`src/rtl/ddr_fmt_pkg.sv`:
```
package ddr_fmt_pkg;
  localparam int unsigned QUARTERS = 4;
  localparam int unsigned PH_W     = $clog2(QUARTERS);

  typedef enum logic {
    MODE_PAIR = 1'b0,
    MODE_WORD = 1'b1
  } out_mode_e;
endpackage

```
`src/rtl/fmt_phase_gen.sv`:
```
module fmt_phase_gen
  import ddr_fmt_pkg::*;
(
  input  logic            clk_i,
  input  logic            rst_ni,
  output logic [PH_W-1:0] q_o,
  output logic            wrap_o
);
  localparam logic [PH_W-1:0] LAST_Q = PH_W'(QUARTERS - 1);

  always_ff @(posedge clk_i or negedge rst_ni) begin
    if (!rst_ni) q_o <= '0;
    else         q_o <= q_o + PH_W'(1);
  end

  assign wrap_o = (q_o == LAST_Q);

  // slot start strobe is one cycle wide
  p_wrap_single_r5: assert property (@(posedge clk_i) disable iff (!rst_ni)
    wrap_o |=> !wrap_o);
endmodule

```
`src/rtl/fmt_sample_pipe.sv`:
```
module fmt_sample_pipe #(
  parameter int unsigned WORD_W = 15,
  parameter int unsigned DEPTH  = 10
) (
  input  logic              clk_i,
  input  logic              rst_ni,
  input  logic              adv_i,
  input  logic [WORD_W-1:0] din_i,
  output logic [WORD_W-1:0] dout_o
);
  logic [DEPTH-1:0][WORD_W-1:0] stage_q;

  always_ff @(posedge clk_i or negedge rst_ni) begin
    if (!rst_ni) begin
      stage_q <= '0;
    end else if (adv_i) begin
      stage_q[0] <= din_i;
      for (int i = 1; i < int'(DEPTH); i++) stage_q[i] <= stage_q[i-1];
    end
  end

  assign dout_o = stage_q[DEPTH-1];

  p_pipe_hold_r5: assert property (@(posedge clk_i) disable iff (!rst_ni)
    !$past(adv_i) |-> $stable(dout_o));
endmodule

```
`src/rtl/fmt_lane_packer.sv`:
```
module fmt_lane_packer
  import ddr_fmt_pkg::*;
#(
  parameter int unsigned SAMPLE_W = 14
) (
  input  logic                clk_i,
  input  logic                rst_ni,
  input  logic [PH_W-1:0]     q_i,
  input  logic                wrap_i,
  input  logic [SAMPLE_W:0]   tail_i,
  input  out_mode_e           mode_i,
  input  logic                dis_i,
  output logic [SAMPLE_W-1:0] data_o,
  output logic                fclk_o,
  output logic                ovr_o
);
  localparam int unsigned LANES = (SAMPLE_W + 1) / 2;

  logic [PH_W-1:0]     q_n;
  logic [SAMPLE_W:0]   slot_q, word_n;
  out_mode_e           slot_mode_q, mode_n;
  logic [LANES-1:0]    even_bits, odd_bits;
  logic [SAMPLE_W-1:0] data_n;
  logic                fclk_n;

  assign q_n    = q_i + PH_W'(1);
  assign word_n = wrap_i ? tail_i : slot_q;
  assign mode_n = wrap_i ? mode_i : slot_mode_q;

  for (genvar l = 0; l < LANES; l++) begin : g_lane
    assign even_bits[l] = word_n[2*l];
    if (2*l + 1 < SAMPLE_W) begin : g_odd
      assign odd_bits[l] = word_n[2*l+1];
    end else begin : g_pad
      assign odd_bits[l] = 1'b0;
    end
  end

  always_comb begin
    data_n = '0;
    if (mode_n == MODE_WORD) begin
      data_n = word_n[SAMPLE_W-1:0];
      fclk_n = q_n[PH_W-1];
    end else begin
      // second half of the slot carries the odd bits
      data_n[LANES-1:0] = q_n[PH_W-1] ? odd_bits : even_bits;
      fclk_n = (q_n == '0) || (q_n == PH_W'(QUARTERS - 1));
    end
  end

  always_ff @(posedge clk_i or negedge rst_ni) begin
    if (!rst_ni) begin
      slot_q      <= '0;
      slot_mode_q <= MODE_PAIR;
      data_o      <= '0;
      fclk_o      <= 1'b0;
      ovr_o       <= 1'b0;
    end else begin
      slot_q      <= word_n;
      slot_mode_q <= mode_n;
      if (dis_i) begin
        data_o <= '0;
        fclk_o <= 1'b0;
        ovr_o  <= 1'b0;
      end else begin
        data_o <= data_n;
        fclk_o <= fclk_n;
        ovr_o  <= word_n[SAMPLE_W];
      end
    end
  end

  p_idle_when_off_r9: assert property (@(posedge clk_i) disable iff (!rst_ni)
    $past(dis_i) |-> (data_o == '0) && !fclk_o && !ovr_o);

  // quarters 1 and 3 never start a new data window
  p_mid_quarter_stable_r2: assert property (@(posedge clk_i) disable iff (!rst_ni)
    ((q_i == PH_W'(1)) || (q_i == PH_W'(3))) && !$past(dis_i) && !$past(dis_i, 2)
      |-> $stable(data_o) && $stable(ovr_o));

  p_mode_at_slot_edge_r7: assert property (@(posedge clk_i) disable iff (!rst_ni)
    !$past(wrap_i) |-> $stable(slot_mode_q));
endmodule

```
`src/rtl/ddr_pair_fmt.sv`:
```
module ddr_pair_fmt
  import ddr_fmt_pkg::*;
#(
  parameter int unsigned SAMPLE_W = 14,
  parameter int unsigned LATENCY  = 10
) (
  input  logic                clk_i,
  input  logic                rst_ni,
  input  logic [SAMPLE_W-1:0] sample_i,
  input  logic                ovr_i,
  input  logic                cfg_wr_i,
  input  logic                cfg_par_i,
  input  logic                out_dis_i,
  output logic [SAMPLE_W-1:0] data_o,
  output logic                fclk_o,
  output logic                ovr_o
);
  localparam int unsigned WORD_W = SAMPLE_W + 1;

  logic [PH_W-1:0]   q;
  logic              wrap;
  logic [WORD_W-1:0] tail;
  out_mode_e         mode_q;

  always_ff @(posedge clk_i or negedge rst_ni) begin
    if (!rst_ni)       mode_q <= MODE_PAIR;
    else if (cfg_wr_i) mode_q <= out_mode_e'(cfg_par_i);
  end

  fmt_phase_gen i_phase (
    .clk_i  (clk_i),
    .rst_ni (rst_ni),
    .q_o    (q),
    .wrap_o (wrap)
  );

  fmt_sample_pipe #(
    .WORD_W (WORD_W),
    .DEPTH  (LATENCY)
  ) i_pipe (
    .clk_i  (clk_i),
    .rst_ni (rst_ni),
    .adv_i  (wrap),
    .din_i  ({ovr_i, sample_i}),
    .dout_o (tail)
  );

  fmt_lane_packer #(
    .SAMPLE_W (SAMPLE_W)
  ) i_pack (
    .clk_i  (clk_i),
    .rst_ni (rst_ni),
    .q_i    (q),
    .wrap_i (wrap),
    .tail_i (tail),
    .mode_i (mode_q),
    .dis_i  (out_dis_i),
    .data_o (data_o),
    .fclk_o (fclk_o),
    .ovr_o  (ovr_o)
  );

  p_mode_write_only_r6: assert property (@(posedge clk_i) disable iff (!rst_ni)
    !$past(cfg_wr_i) |-> $stable(mode_q));
endmodule

```
`config.mk`:
```
export PLATFORM = sky130hd
export DESIGN_NAME = ddr_pair_fmt
export DESIGN_NICKNAME = d
export VERILOG_FILES = /design/src/rtl/ddr_fmt_pkg.sv /design/src/rtl/fmt_phase_gen.sv /design/src/rtl/fmt_sample_pipe.sv /design/src/rtl/fmt_lane_packer.sv /design/src/rtl/ddr_pair_fmt.sv
export SDC_FILE = /design/constraint.sdc
export NUM_CORES = 1
export LEC_CHECK = 0
export ABC_CLOCK_PERIOD_IN_PS = 2950
export BUFFER_PORTS_ARGS = -buffer_cell sky130_fd_sc_hd__buf_2
export CAP_MARGIN = 20
export CORE_ASPECT_RATIO = 1.75
export CORE_UTILIZATION = 50
export CTS_CLUSTER_DIAMETER = 200
export DETAILED_ROUTE_END_ITERATION = 12
export PLACE_DENSITY = 0.68
export SYNTH_ARGS = -nofsm -noshare
export SYNTH_HDL_FRONTEND = slang
export SYNTH_HIERARCHICAL = 1
export SYNTH_SLANG_ARGS = --single-unit
```
`constraint.sdc`:
```
create_clock -name clk_i -period 2.95 [get_ports clk_i]
set_clock_uncertainty 0.05 [all_clocks]
set_input_delay 0 -clock clk_i [delete_from_list [all_inputs] [get_ports clk_i]]
set_output_delay 0 -clock clk_i [all_outputs]
set_load 0.02 [all_outputs]
```
[Yosys cells after proc, flatten, opt, wreduce, memory -nomap -nowiden]
Index checks and enable logic that the tools add are counted.
Storage, ports and cells
  latch bits: 0
  bits in registers: 185
  input port bits: 20
  memory bits (read-only): 0
  output and inout port bits: 16
  memories: 0
  RAM bits: 0
Cells by class
  multiplexer cells: 9
  bitwise operators: 0
  reductions and logical operators: 2
  add/sub/neg operators: 1
  multiply operators: 0
  divide/modulo/power cells: 0
  shift-type cells: 0
  eq/ne operators: 2
  magnitude comparators: 0
Operators by type and width (number)
  7-bit 2-to-1 mux: 3
  15-bit 2-to-1 mux: 1
  14-bit 2-to-1 mux: 1
  2-bit == test (second input constant): 2
  1-bit 2-to-1 mux: 4
  2-bit by 1-bit adder with 2-bit output (second input constant): 1
  2-bit zero test: 1
  1-bit logical OR: 1

[Longest topological paths before layout]
Gate-level depths: netlist (run 1).
  word-level depth: 5
  mapped depth: 6
  depth with buffers taken out: 5

[Hierarchy]
The synthesis (run 1) kept the hierarchy.
By module, submodules not included
  fmt_sample_pipe: cells each 332, times used 1, sequential area each 3753.6 um^2, area an instance 6094.6 um^2
  fmt_lane_packer: cells each 95, times used 1, sequential area each 800.8 um^2, area an instance 1283.7 um^2
  fmt_phase_gen: cells each 4, times used 1, sequential area each 50.0 um^2, area an instance 66.3 um^2
  ddr_pair_fmt: cells each 2, times used 1, sequential area each 25.0 um^2, area an instance 40.0 um^2

[Worst setup path after synthesis (run 1)]
Ideal clock, no wire load.
  path type: register to register
  from: register i_phase.q_o[0]
  to: register i_pack.data_o[0]
  setup time: 0.135 ns
  cell stages (with the launch flop): 7
  data required time: 2.765 ns
  data arrival time: 1.455 ns
  setup slack: 1.310 ns
  cells stage by stage: dfrtp_1 > ha_1 > buf_6 > buf_12 > mux2_2 > nor3_1 > nor3_1
Between the ends
  longest elaborated chain between the ends: 5
  elaborated cells between the ends (all ways): 7
Ends and longest elaborated chain
  from (decl): RTL line fmt_phase_gen.sv:6  | output logic [PH_W-1:0] q_o,
  from (signal assigned): RTL line fmt_phase_gen.sv:13  | else q_o <= q_o + PH_W'(1);
  2-bit == test: RTL line fmt_phase_gen.sv:16  | assign wrap_o = (q_o == LAST_Q);
  via wrap: RTL line ddr_pair_fmt.sv:21  | logic wrap;
  15-bit 2-to-1 mux: RTL line fmt_lane_packer.sv:27  | assign word_n = wrap_i ? tail_i : slot_q;
  via i_pack.word_n[1]: RTL line fmt_lane_packer.sv:20  | logic [SAMPLE_W:0] slot_q, word_n;
  7-bit 2-to-1 mux: RTL line fmt_lane_packer.sv:46  | data_n[LANES-1:0] = q_n[PH_W-1] ? odd_bits : even_bits;
  7-bit 2-to-1 mux: RTL line fmt_lane_packer.sv:41  | if (mode_n == MODE_WORD) begin
  14-bit 2-to-1 mux: RTL line fmt_lane_packer.sv:61  | if (dis_i) begin
  to (signal assigned): RTL line fmt_lane_packer.sv:66  | data_o <= data_n;
  to (decl): RTL line fmt_lane_packer.sv:13  | output logic [SAMPLE_W-1:0] data_o,
The timed path passes the listed nets, and every way through them passes these cells.
A chain may end at the register's enable or synchronous reset.

[Worst setup path after layout (run 1)]
  from: register i_phase.q_o[0]
  to: register i_pack.ovr_o
Between the ends
  longest elaborated chain between the ends: 3
Ends and longest elaborated chain
  2-bit == test: RTL line fmt_phase_gen.sv:16
  via wrap: RTL line ddr_pair_fmt.sv:21
  15-bit 2-to-1 mux: RTL line fmt_lane_packer.sv:27
  via i_pack.word_n[14]: RTL line fmt_lane_packer.sv:20
  1-bit 2-to-1 mux: RTL line fmt_lane_packer.sv:61
  to (signal assigned): RTL line fmt_lane_packer.sv:68  | ovr_o <= word_n[SAMPLE_W];
  to (decl): RTL line fmt_lane_packer.sv:15  | output logic ovr_o
The timed path passes the listed nets, and every way through them passes these cells.

==> flow_summary.json, run 1 <==
{
  "antenna_cells": 0,
  "p_clk_share_pct": 42.7,
  "cts.clk_slew.worst_paths_ps": 60,
  "synth_nets": 454,
  "startpoint": "i_phase/q_o[0]",
  "dp_hpwl_mm": 5.855,
  "place_congestion": 0.7379,
  "grt_first_pass_wirelength_mm": 17.42,
  "status": "finished, final reports clean",
  "gr-usage-all-layers_pct": 14.55,
  "fin_crit_sh_pct": 70.86,
  "crit_path_max_fanout": 51,
  "vias": 3386,
  "postLayoutCoreUtil_pct": 58.43,
  "syn_to_final_growth_pct": 13.31,
  "leakage_nw": 3.791,
  "finalSetupViolCount": 0,
  "switchingPower_w": 0.001092,
  "htreeDepth": 4,
  "multi_input_area_sq_um": 2545,
  "total_power_w": 0.005308,
  "cts_root_buf": "clkbuf_16",
  "initial_core_util_pct": 51.57,
  "first_pass_iters": 4,
  "die_area_sq_um": 15480,
  "synth_area_per_cell_sq_um": 17.29,
  "max_stage_delay_ps": 510,
  "synth_area_leaders": "dfrtp_1, mux2_4, mux2_2",
  "ctsLongestPathBuffers": 2,
  "yosysUniqueCellTypes": 25,
  "crit_path_end": "i_pack/ovr_o",
  "drive_gt1_share_pct": 49.69,
  "drtIter0Drc": 150,
  "fillers": 1118,
  "coreArea_sq_um": 14510,
  "arrival_ps": 2340,
  "die_width_um": 94.49,
  "yosysTopAreaCellShare_pct": 61.85,
  "yosysWarnings": 6,
  "ir_worst_vdd_mv": 0.4247,
  "cts_made_buffers": 17,
  "p_seq_share_pct": 51.5,
  "worst-r2r-cell-count": 4,
  "overflow": 0,
  "syn_area_sq_um": 7485,
  "ys_ff_latch": 185,
  "grt_pass1_vias": 3585,
  "reg2reg_setup_slack_ps": 860,
  "die_y_um": 163.9,
  "portBuffers": 35,
  "cts_tree": "done",
  "p_int_w": 0.004216,
  "finalMaxSlewViolations": 0,
  "antenna_found_initial": 0,
  "yosysTopAreaCell": "dfrtp_1",
  "path_cells": "ha_4 > buf_12 > mux2_2 > nor2b_1",
  "critPathKind": "flip-flop to flip-flop",
  "path_depth": 4,
  "place_area_sq_um": 7687,
  "worst_hold_path_type": "primary input to asynchronous set/reset pin",
  "switching_share_pct": 20.58,
  "crit_path_top_delay_cell": "dfrtp_1",
  "r2r-start": "i_phase/q_o[0]",
  "ff_latch_area_sq_um": 4629,
  "timing.rr.end": "i_pack/ovr_o",
  "avgViaCountPerCell": 5.061,
  "worst_pin_slew_ps": 875.4,
  "drc_errors": 0,
  "min_period_ps": 2090,
  "path_buf_inv": 1,
  "synthCells": 433,
  "final_area_sq_um": 8481,
  "drt-total-wl_mm": 9.672,
  "required_ps": 3200,
  "clk_latency_ps": 410,
  "cp-end-kind": "flip-flop",
  "fmax_ghz": 0.4784,
  "wire_per_inst_um": 14.46,
  "hold_violations": 0,
  "maxCapViolCount": 0,
  "rows": 58,
  "crit_family": "flip-flops",
  "yosysSeqAreaShare_pct": 61.85,
  "boundaryPins": 36,
  "finalNetCount": 498,
  "final_antenna_net_count": 0,
  "powerDensity_nw_per_um2": 625.9,
  "rsz0062_at_grt": "no",
  "relSlewSlack_pct": 41.64,
  "grt_max_degree": 97,
  "timing.setup.tns_ps": 0,
  "clock-sinks": 185,
  "power_frac_comb_pct": 5.8,
  "start_kind": "flip-flop"
}
[cells by family (layout without fill, tap and decap cells)]
| kind of cell | count (synthesis) | count (layout) | synth area share (%) |
|---|---|---|---|
| simple gates | 31 | 31 | 1.989 |
| buf+inv | 38 | 94 | 4.313 |
| mux | 167 | 167 | 30.44 |
| compound gates | 9 | 9 | 0.9026 |
| fa+ha+maj | 1 | 1 | 0.1671 |
| flops | 185 | 185 | 61.85 |
| xor+xnor | 2 | 2 | 0.3344 |
[synth_stat cells (all sizes together)]
cell type  count
dfrtp        185
mux2         166
buf           34
nor2          12
nor2b          8
nand2          6
o32ai          6
inv            3
a21oi          2
nand2b         2
nor3           2
clkbuf         1
ha             1
mux2i          1
o21ai          1
or3            1
xnor2          1
xor2           1
[per-stage QoR]
step / setup slack, ps / hold slack [ps] / instances
after floorplan: 1310 / -345.6 / 433
after global placement: 905.1 / 76.54 / 619
after detailed placement: 844.4 / 91.65 / 619
after CTS: 836.3 / 214.0 / 669
after global routing: 749.9 / 274.1 / 669
final: 859.7 / 150.4 / 669
[flip-flops by register name, summed over array words and instances (netlist names)]
| register | flops |
|---|---|
| i_pack/slot_q | 15 |
| i_pack/data_o | 14 |
| i_pipe/stage_q | 135 |
| mode_q | 1 |
| i_pack/slot_mode_q | 1 |
| i_pipe/dout_o | 15 |
| i_pack/ovr_o | 1 |
| i_pack/fclk_o | 1 |
| i_phase/q_o | 2 |
[worst min-delay path by stage]
stage          depth (start not counted)  slack [ps]                end
4_1_cts                                2         210  i_pipe/dout_o[13]
5_1_grt                                2         270  i_pipe/dout_o[13]
3_5_place_dp                           1          90      i_pack/fclk_o
3_3_place_gp                           1          80  i_pipe/dout_o[13]
2_1_floorplan                          0        -350   i_pack/data_o[0]
6_report                               2         150  i_pipe/dout_o[13]
[area by class of cell]
type,instances,area share [%]
Sequential cell,185,54.59
Multi-Input combinational cell,210,30.01
Timing Repair Buffer,60,5.503
Clock buffer,19,5.341
Tap cell,180,2.656
Clock inverter,12,1.770
Inverter,3,0.1328
[layer usage]
layer	GRT usage [%]	share of wire, %
met1	19.94	48
met2	21.90	48
met3	4.167	3.0
met4	5.716	1.5
met5	0	0
[layout by cell type (no fill, tap or decap), types with 6 or more instances in the layout]
cell type      instances
dfrtp_1              185
mux2_4               103
mux2_2                63
buf_2                 34
dlygate4sd3_1         19
clkbuf_16             17
nor2_1                12
nor2b_1                8
nand2_1                6
o32ai_1                6
[power groups by stage]
stage / sequential [W] / clock [W] / combinational, W
global route: 0.00275 / 0.00245 / 0.000341
global placement: 0.00277 / 0 / 0.000280
finish: 0.00273 / 0.00227 / 0.000305
CTS: 0.00273 / 0.00234 / 0.000312
floorplan: 0.00278 / 0 / 0.000186
detailed placement: 0.00278 / 0 / 0.000290
[what timing repair did]
item / 4_1_cts / 5_1_grt
hold endpoints to repair: 119 / 0
resized for setup: 0 / 0
hold buffers: 19 / 0
setup buffers: 0 / 0
Note: power is estimated with default switching activity, not from simulation.
==> inputs of run 2 (changes only) <==
--- a/config.mk
+++ b/config.mk
@@ -5,14 +5,14 @@
 export SDC_FILE = /design/constraint.sdc
 export NUM_CORES = 1
 export LEC_CHECK = 0
-export ABC_CLOCK_PERIOD_IN_PS = 2950
+export ABC_CLOCK_PERIOD_IN_PS = 1850
 export BUFFER_PORTS_ARGS = -buffer_cell sky130_fd_sc_hd__buf_2
 export CAP_MARGIN = 20
 export CORE_ASPECT_RATIO = 1.75
 export CORE_UTILIZATION = 50
 export CTS_CLUSTER_DIAMETER = 200
 export DETAILED_ROUTE_END_ITERATION = 12
-export PLACE_DENSITY = 0.68
+export PLACE_DENSITY = 0.71
 export SYNTH_ARGS = -nofsm -noshare
 export SYNTH_HDL_FRONTEND = slang
 export SYNTH_HIERARCHICAL = 1
==> constraint.sdc (replaced) <==
create_clock -name clk_i -period 1.85 [get_ports clk_i]
set_clock_uncertainty 0.05 [all_clocks]
set_input_delay 0 -clock clk_i [delete_from_list [all_inputs] [get_ports clk_i]]
set_output_delay 0 -clock clk_i [all_outputs]
set_load 0.02 [all_outputs]
==> run 2 against run 1 <==
  * Sequential power is 60% higher
  * Flip-flop and latch count unchanged
  * Combinational power increased by 65%
  * Via count rose by 1.7%
  * Register-to-register slack worse by 770 ps
  * Routed wire length grew 7.0%
  * Clock power grew 52%
  * Cell area grew 1.5%
  * Worst hold slack got worse by 65 ps
  * Maximum frequency increased by 18%
==> flow_summary.json, run 2 (synthesis gave the netlist of run 1 again) <==
{
  "ctsLongestPathBuffers": 2,
  "fin_crit_sh_pct": 95.39,
  "place_area_sq_um": 7838,
  "die_width_um": 94.49,
  "worst_pin_slew_ps": 544.0,
  "status": "finished, final reports clean",
  "finalNetCount": 508,
  "top_register": "i_pipe/stage_q",
  "drt-total-wl_mm": 10.35,
  "cp-end-kind": "flip-flop",
  "required_ps": 2100,
  "gr-usage-all-layers_pct": 14.99,
  "clock-sinks": 185,
  "cts_root_buf": "clkbuf_16",
  "initial_core_util_pct": 51.57,
  "powerDensity_nw_per_um2": 966.9,
  "drtIter0Drc": 122,
  "final_area_sq_um": 8606,
  "grt_first_pass_wirelength_mm": 18.06,
  "mostFrequentLayoutCell": "dfrtp_1",
  "place_congestion": 0.7427,
  "overflow": 0,
  "postLayoutCoreUtil_pct": 59.29,
  "clk_latency_ps": 410,
  "drc_errors": 0,
  "leakage_nw": 3.850,
  "cts_tree": "done",
  "avgViaCountPerCell": 5.066,
  "finalSetupViolCount": 0,
  "cts_made_buffers": 17,
  "grt_max_degree": 56,
  "arrival_ps": 2020,
  "antenna_cells": 0,
  "syn_to_final_growth_pct": 14.98,
  "fmax_ghz": 0.5667,
  "hold_violations": 0,
  "fillers": 1124,
  "dp_hpwl_mm": 6.644,
  "crit_path_max_fanout": 8,
  "rows": 58,
  "grt_pass1_vias": 3691,
  "holdWs_ps": 85.88,
  "dpl_worst_slack_ps": 96.56,
  "final_cell_mix": "dfrtp_1, mux2_4, mux2_2, buf_2, dlygate4sd3_1",
  "coreArea_sq_um": 14510,
  "boundaryPins": 36,
  "htreeDepth": 4,
  "setup_ws_ps": 85.33,
  "maxCapViolCount": 0,
  "post_cts_buffers": 0,
  "finalMaxSlewViolations": 0,
  "rsz0062_at_grt": "no",
  "vias": 3445,
  "largest_register_ffs": 135,
  "portBuffers": 35,
  "critPathKind": "flip-flop to flip-flop",
  "relSlewSlack_pct": 63.73,
  "multi_input_area_sq_um": 2545,
  "final_antenna_net_count": 0,
  "min_period_ps": 1765,
  "first_pass_iters": 4,
  "ff_latch_area_sq_um": 4629,
  "antenna_found_initial": 0,
  "post_cts_resized": 0,
  "drive_gt1_share_pct": 50.60,
  "die_area_sq_um": 15480,
  "timing.setup.tns_ps": 0,
  "cts.clk_slew.worst_paths_ps": 70,
  "cts_hold_buf": 19,
  "ir_worst_vdd_mv": 0.8513,
  "die_y_um": 163.9,
  "start_kind": "flip-flop",
  "worst_hold_path_type": "primary input to asynchronous set/reset pin",
  "wire_per_inst_um": 15.22
}
## run 2: critical path: stages (launching register included)
cell and delay, ps:
dfrtp_1 480, ha_4 290, mux2i_4 320, nand2b_2 160, o32ai_1 350
## run 2: power by group
part           internal (W)  leakage, nW  switching (W)
clock network       0.00200        0.278        0.00146
logic              0.000293         1.39       0.000210
registers           0.00426         2.18       0.000109
total               0.00655         3.85        0.00177
## run 2: cell type report
type | instances | area share [%]
timing repair buffer | 70 | 7.168
clock inverter | 10 | 1.090
clock buffer | 22 | 5.627
multi-input combinational | 210 | 29.57
tap | 180 | 2.617
inverter | 3 | 0.1309
sequential | 185 | 53.79
## run 2: path summary, 6_finish.rpt
| kind | start | end | slack, ps | cells past startpoint |
|---|---|---|---|---|
| setup / recovery | i_phase/q_o[1] | i_pack/data_o[1] | 90 | 4 |
| hold / removal | rst_ni | i_pack/slot_q[1] | 90 | 2 |
| setup reg to reg | i_phase/q_o[1] | i_pack/data_o[1] | 90 | 4 |
| hold reg to reg | i_pack/slot_q[14] | i_pack/slot_q[14] | 440 | 1 |
| max in group asynchronous | rst_ni | i_pipe/stage_q[64] | 1050 | 3 |
| min in group clk_i | sample_i[12] | i_pipe/stage_q[12] | 300 | 3 |
## run 2: per-stage QoR
step | total power [W] | cells
3_3_place_gp | 0.004887 | 629
4_1_cts | 0.008436 | 680
3_5_place_dp | 0.004920 | 629
6_report | 0.008321 | 680
2_1_floorplan | 0.004727 | 433
5_1_grt | 0.008642 | 680
## run 2: metal layers
layer  global-route usage, %  share of wire [%]  vias to the layer above
met1                   19.93                 46                     1778
li1                        -                  -                     1595
met4                   6.405                2.2                        0
met5                       0                  0                        -
met2                   23.68                 49                       55
met3                   3.287                2.8                       17
==> inputs of run 3 (changes only) <==
--- a/config.mk
+++ b/config.mk
@@ -9,10 +9,10 @@
 export BUFFER_PORTS_ARGS = -buffer_cell sky130_fd_sc_hd__buf_2
 export CAP_MARGIN = 20
 export CORE_ASPECT_RATIO = 1.75
-export CORE_UTILIZATION = 50
+export CORE_UTILIZATION = 55
 export CTS_CLUSTER_DIAMETER = 200
 export DETAILED_ROUTE_END_ITERATION = 12
-export PLACE_DENSITY = 0.71
+export PLACE_DENSITY = 0.76
 export SYNTH_ARGS = -nofsm -noshare
 export SYNTH_HDL_FRONTEND = slang
 export SYNTH_HIERARCHICAL = 1
==> run 3 against run 2 <==
  * Maximum frequency rose by 5.0%
  * Flip-flop and latch count stayed put
  * Worst hold slack got worse by 31 ps
  * Final cell count shrank 1.2%
  * Largest power group unchanged
  * Non-clock buffer count shrank 2
  * Register-to-register slack gained 80 ps
  * Core utilization grew 5.1 points
  * Largest cell class unchanged
  * Routed wire length fell by 1.3%
  * Die area is 8.9% lower
  * Via count fell by 1.1%
  * Power up 1.7%
==> flow_summary.json, run 3 (synthesis gave the netlist of run 1 again) <==
{
  "p_int_w": 0.006607,
  "fmax_ghz": 0.5951,
  "gr-usage-all-layers_pct": 16.18,
  "grt_pass1_vias": 3660,
  "mostFrequentLayoutCell": "dfrtp_1",
  "leakage_nw": 3.842,
  "ctsLongestPathBuffers": 2,
  "worst_hold_path_type": "primary input to asynchronous set/reset pin",
  "place_congestion": 0.7706,
  "post_cts_resized": 0,
  "boundaryPins": 36,
  "cts_tree": "done",
  "largest_register_ffs": 135,
  "cts.clk_slew.worst_paths_ps": 70,
  "first_pass_iters": 6,
  "drive_gt1_share_pct": 50.60,
  "coreArea_sq_um": 13310,
  "dp_hpwl_mm": 6.337,
  "status": "finished, final reports clean",
  "place_area_sq_um": 7777,
  "antenna_found_initial": 0,
  "grt_max_degree": 61,
  "die_width_um": 90.19,
  "ff_latch_area_sq_um": 4629,
  "finalMaxSlewViolations": 0,
  "cts_made_buffers": 17,
  "worst_pin_slew_ps": 571.5,
  "overflow": 0,
  "post_cts_buffers": 0,
  "crit_path_max_fanout": 10,
  "timing.rr.end": "i_pack/data_o[4]",
  "final_area_sq_um": 8571,
  "clk_latency_ps": 420,
  "fillers": 936,
  "rsz0062_at_grt": "no",
  "fin_crit_sh_pct": 90.83,
  "cp-end-kind": "flip-flop",
  "arrival_ps": 1930,
  "final_antenna_net_count": 0,
  "die_area_sq_um": 14100,
  "portBuffers": 35,
  "rows": 56,
  "antenna_cells": 0,
  "avgViaCountPerCell": 5.071,
  "powerDensity_nw_per_um2": 987.0,
  "drtIter0Drc": 131,
  "min_period_ps": 1680,
  "ir_worst_vdd_mv": 0.7183,
  "vias": 3408,
  "start_kind": "flip-flop",
  "dp_cells": 621,
  "switching_share_pct": 21.90,
  "reg2reg_setup_slack_ps": 170,
  "maxCapViolCount": 0,
  "stdcell_count": 672,
  "cts_root_buf": "clkbuf_16",
  "switchingPower_w": 0.001852,
  "final_cell_mix": "dfrtp_1, mux2_4, mux2_2, buf_2, dlygate4sd3_1",
  "power_frac_comb_pct": 5.9,
  "p_clk_share_pct": 42.5,
  "clock-sinks": 185,
  "startpoint": "i_phase/q_o[0]",
  "multi_input_area_sq_um": 2545,
  "finalSetupViolCount": 0,
  "critPathKind": "flip-flop to flip-flop",
  "htreeDepth": 4,
  "cts_hold_buf": 19,
  "drt-total-wl_mm": 10.22,
  "finalNetCount": 506,
  "relSlewSlack_pct": 61.90,
  "required_ps": 2100,
  "die_y_um": 156.3,
  "r2r-start": "i_phase/q_o[0]",
  "timing.setup.tns_ps": 0,
  "syn_to_final_growth_pct": 14.51,
  "wire_per_inst_um": 15.21,
  "initial_core_util_pct": 56.22,
  "top_register": "i_pipe/stage_q",
  "worst-r2r-cell-count": 4,
  "p_seq_share_pct": 51.6,
  "grt_first_pass_wirelength_mm": 17.95,
  "drc_errors": 0,
  "hold_violations": 0
}
run 3: cell types whose count changed in the layout (fill, tap and decap cells not counted), sizes merged:
cell,before,now
inv,3,8
clkbuf,22,18
buf,51,49
bufinv,1,2
clkinv,6,5
clkinvlp,3,2
run 3: layout make-up:
class                           count  share of cell area (%)
Clock inverter                     14                   1.912
Timing Repair Buffer               68                   6.584
Sequential cell                   185                   54.01
Multi-Input combinational cell    210                   29.69
Clock buffer                       18                   5.124
Inverter                            3                  0.1314
Tap cell                          174                   2.540
run 3: metal layers:
metal	vias up	part of all wire, %	GRT usage [%]	wire [um]
li1	1584	-	-	-
met2	59	51	26.25	5178
met3	12	2.9	5.151	300
met5	-	0	0	0
met4	0	1.3	5.376	129
met1	1753	45	20.71	4610
run 3: how the worst max path moves through the flow:
stage	slack, ps	end
finish	170	i_pack/data_o[4]
global route	70	i_pack/data_o[4]
CTS	150	i_pack/data_o[4]
detailed placement	190	i_pack/data_o[4]
global placement	250	i_pipe/stage_q[101]
floorplan	210	i_pack/data_o[0]
run 3: worst max-delay path: stages, from the launching register on:
cell and delay, ps:
dfrtp_1 410, ha_4 290, mux2i_4 340, nand2b_2 140, o32ai_1 330
run 3: power by group through the flow:
stage / sequential [W] / clock, W / combinational [W]
floorplan: 0.00443 / 0 / 0.000297
global placement: 0.00442 / 0 / 0.000456
detailed placement: 0.00444 / 0 / 0.000476
CTS: 0.00436 / 0.00370 / 0.000512
global route: 0.00438 / 0.00385 / 0.000552
finish: 0.00436 / 0.00360 / 0.000500
run 3: stage by stage:
stage                     total power, W  hold slack [ps]  setup WS, ps  utilization [%]
after floorplan                 0.004727           -345.6         209.6                -
after global placement          0.004878           -47.51         253.3            58.42
after detailed placement        0.004911           -40.27         193.0            58.42
after CTS                       0.008571            70.91         152.5            64.38
after global routing            0.008787            94.85         70.16            64.38
final                           0.008459            54.96         169.7            64.38
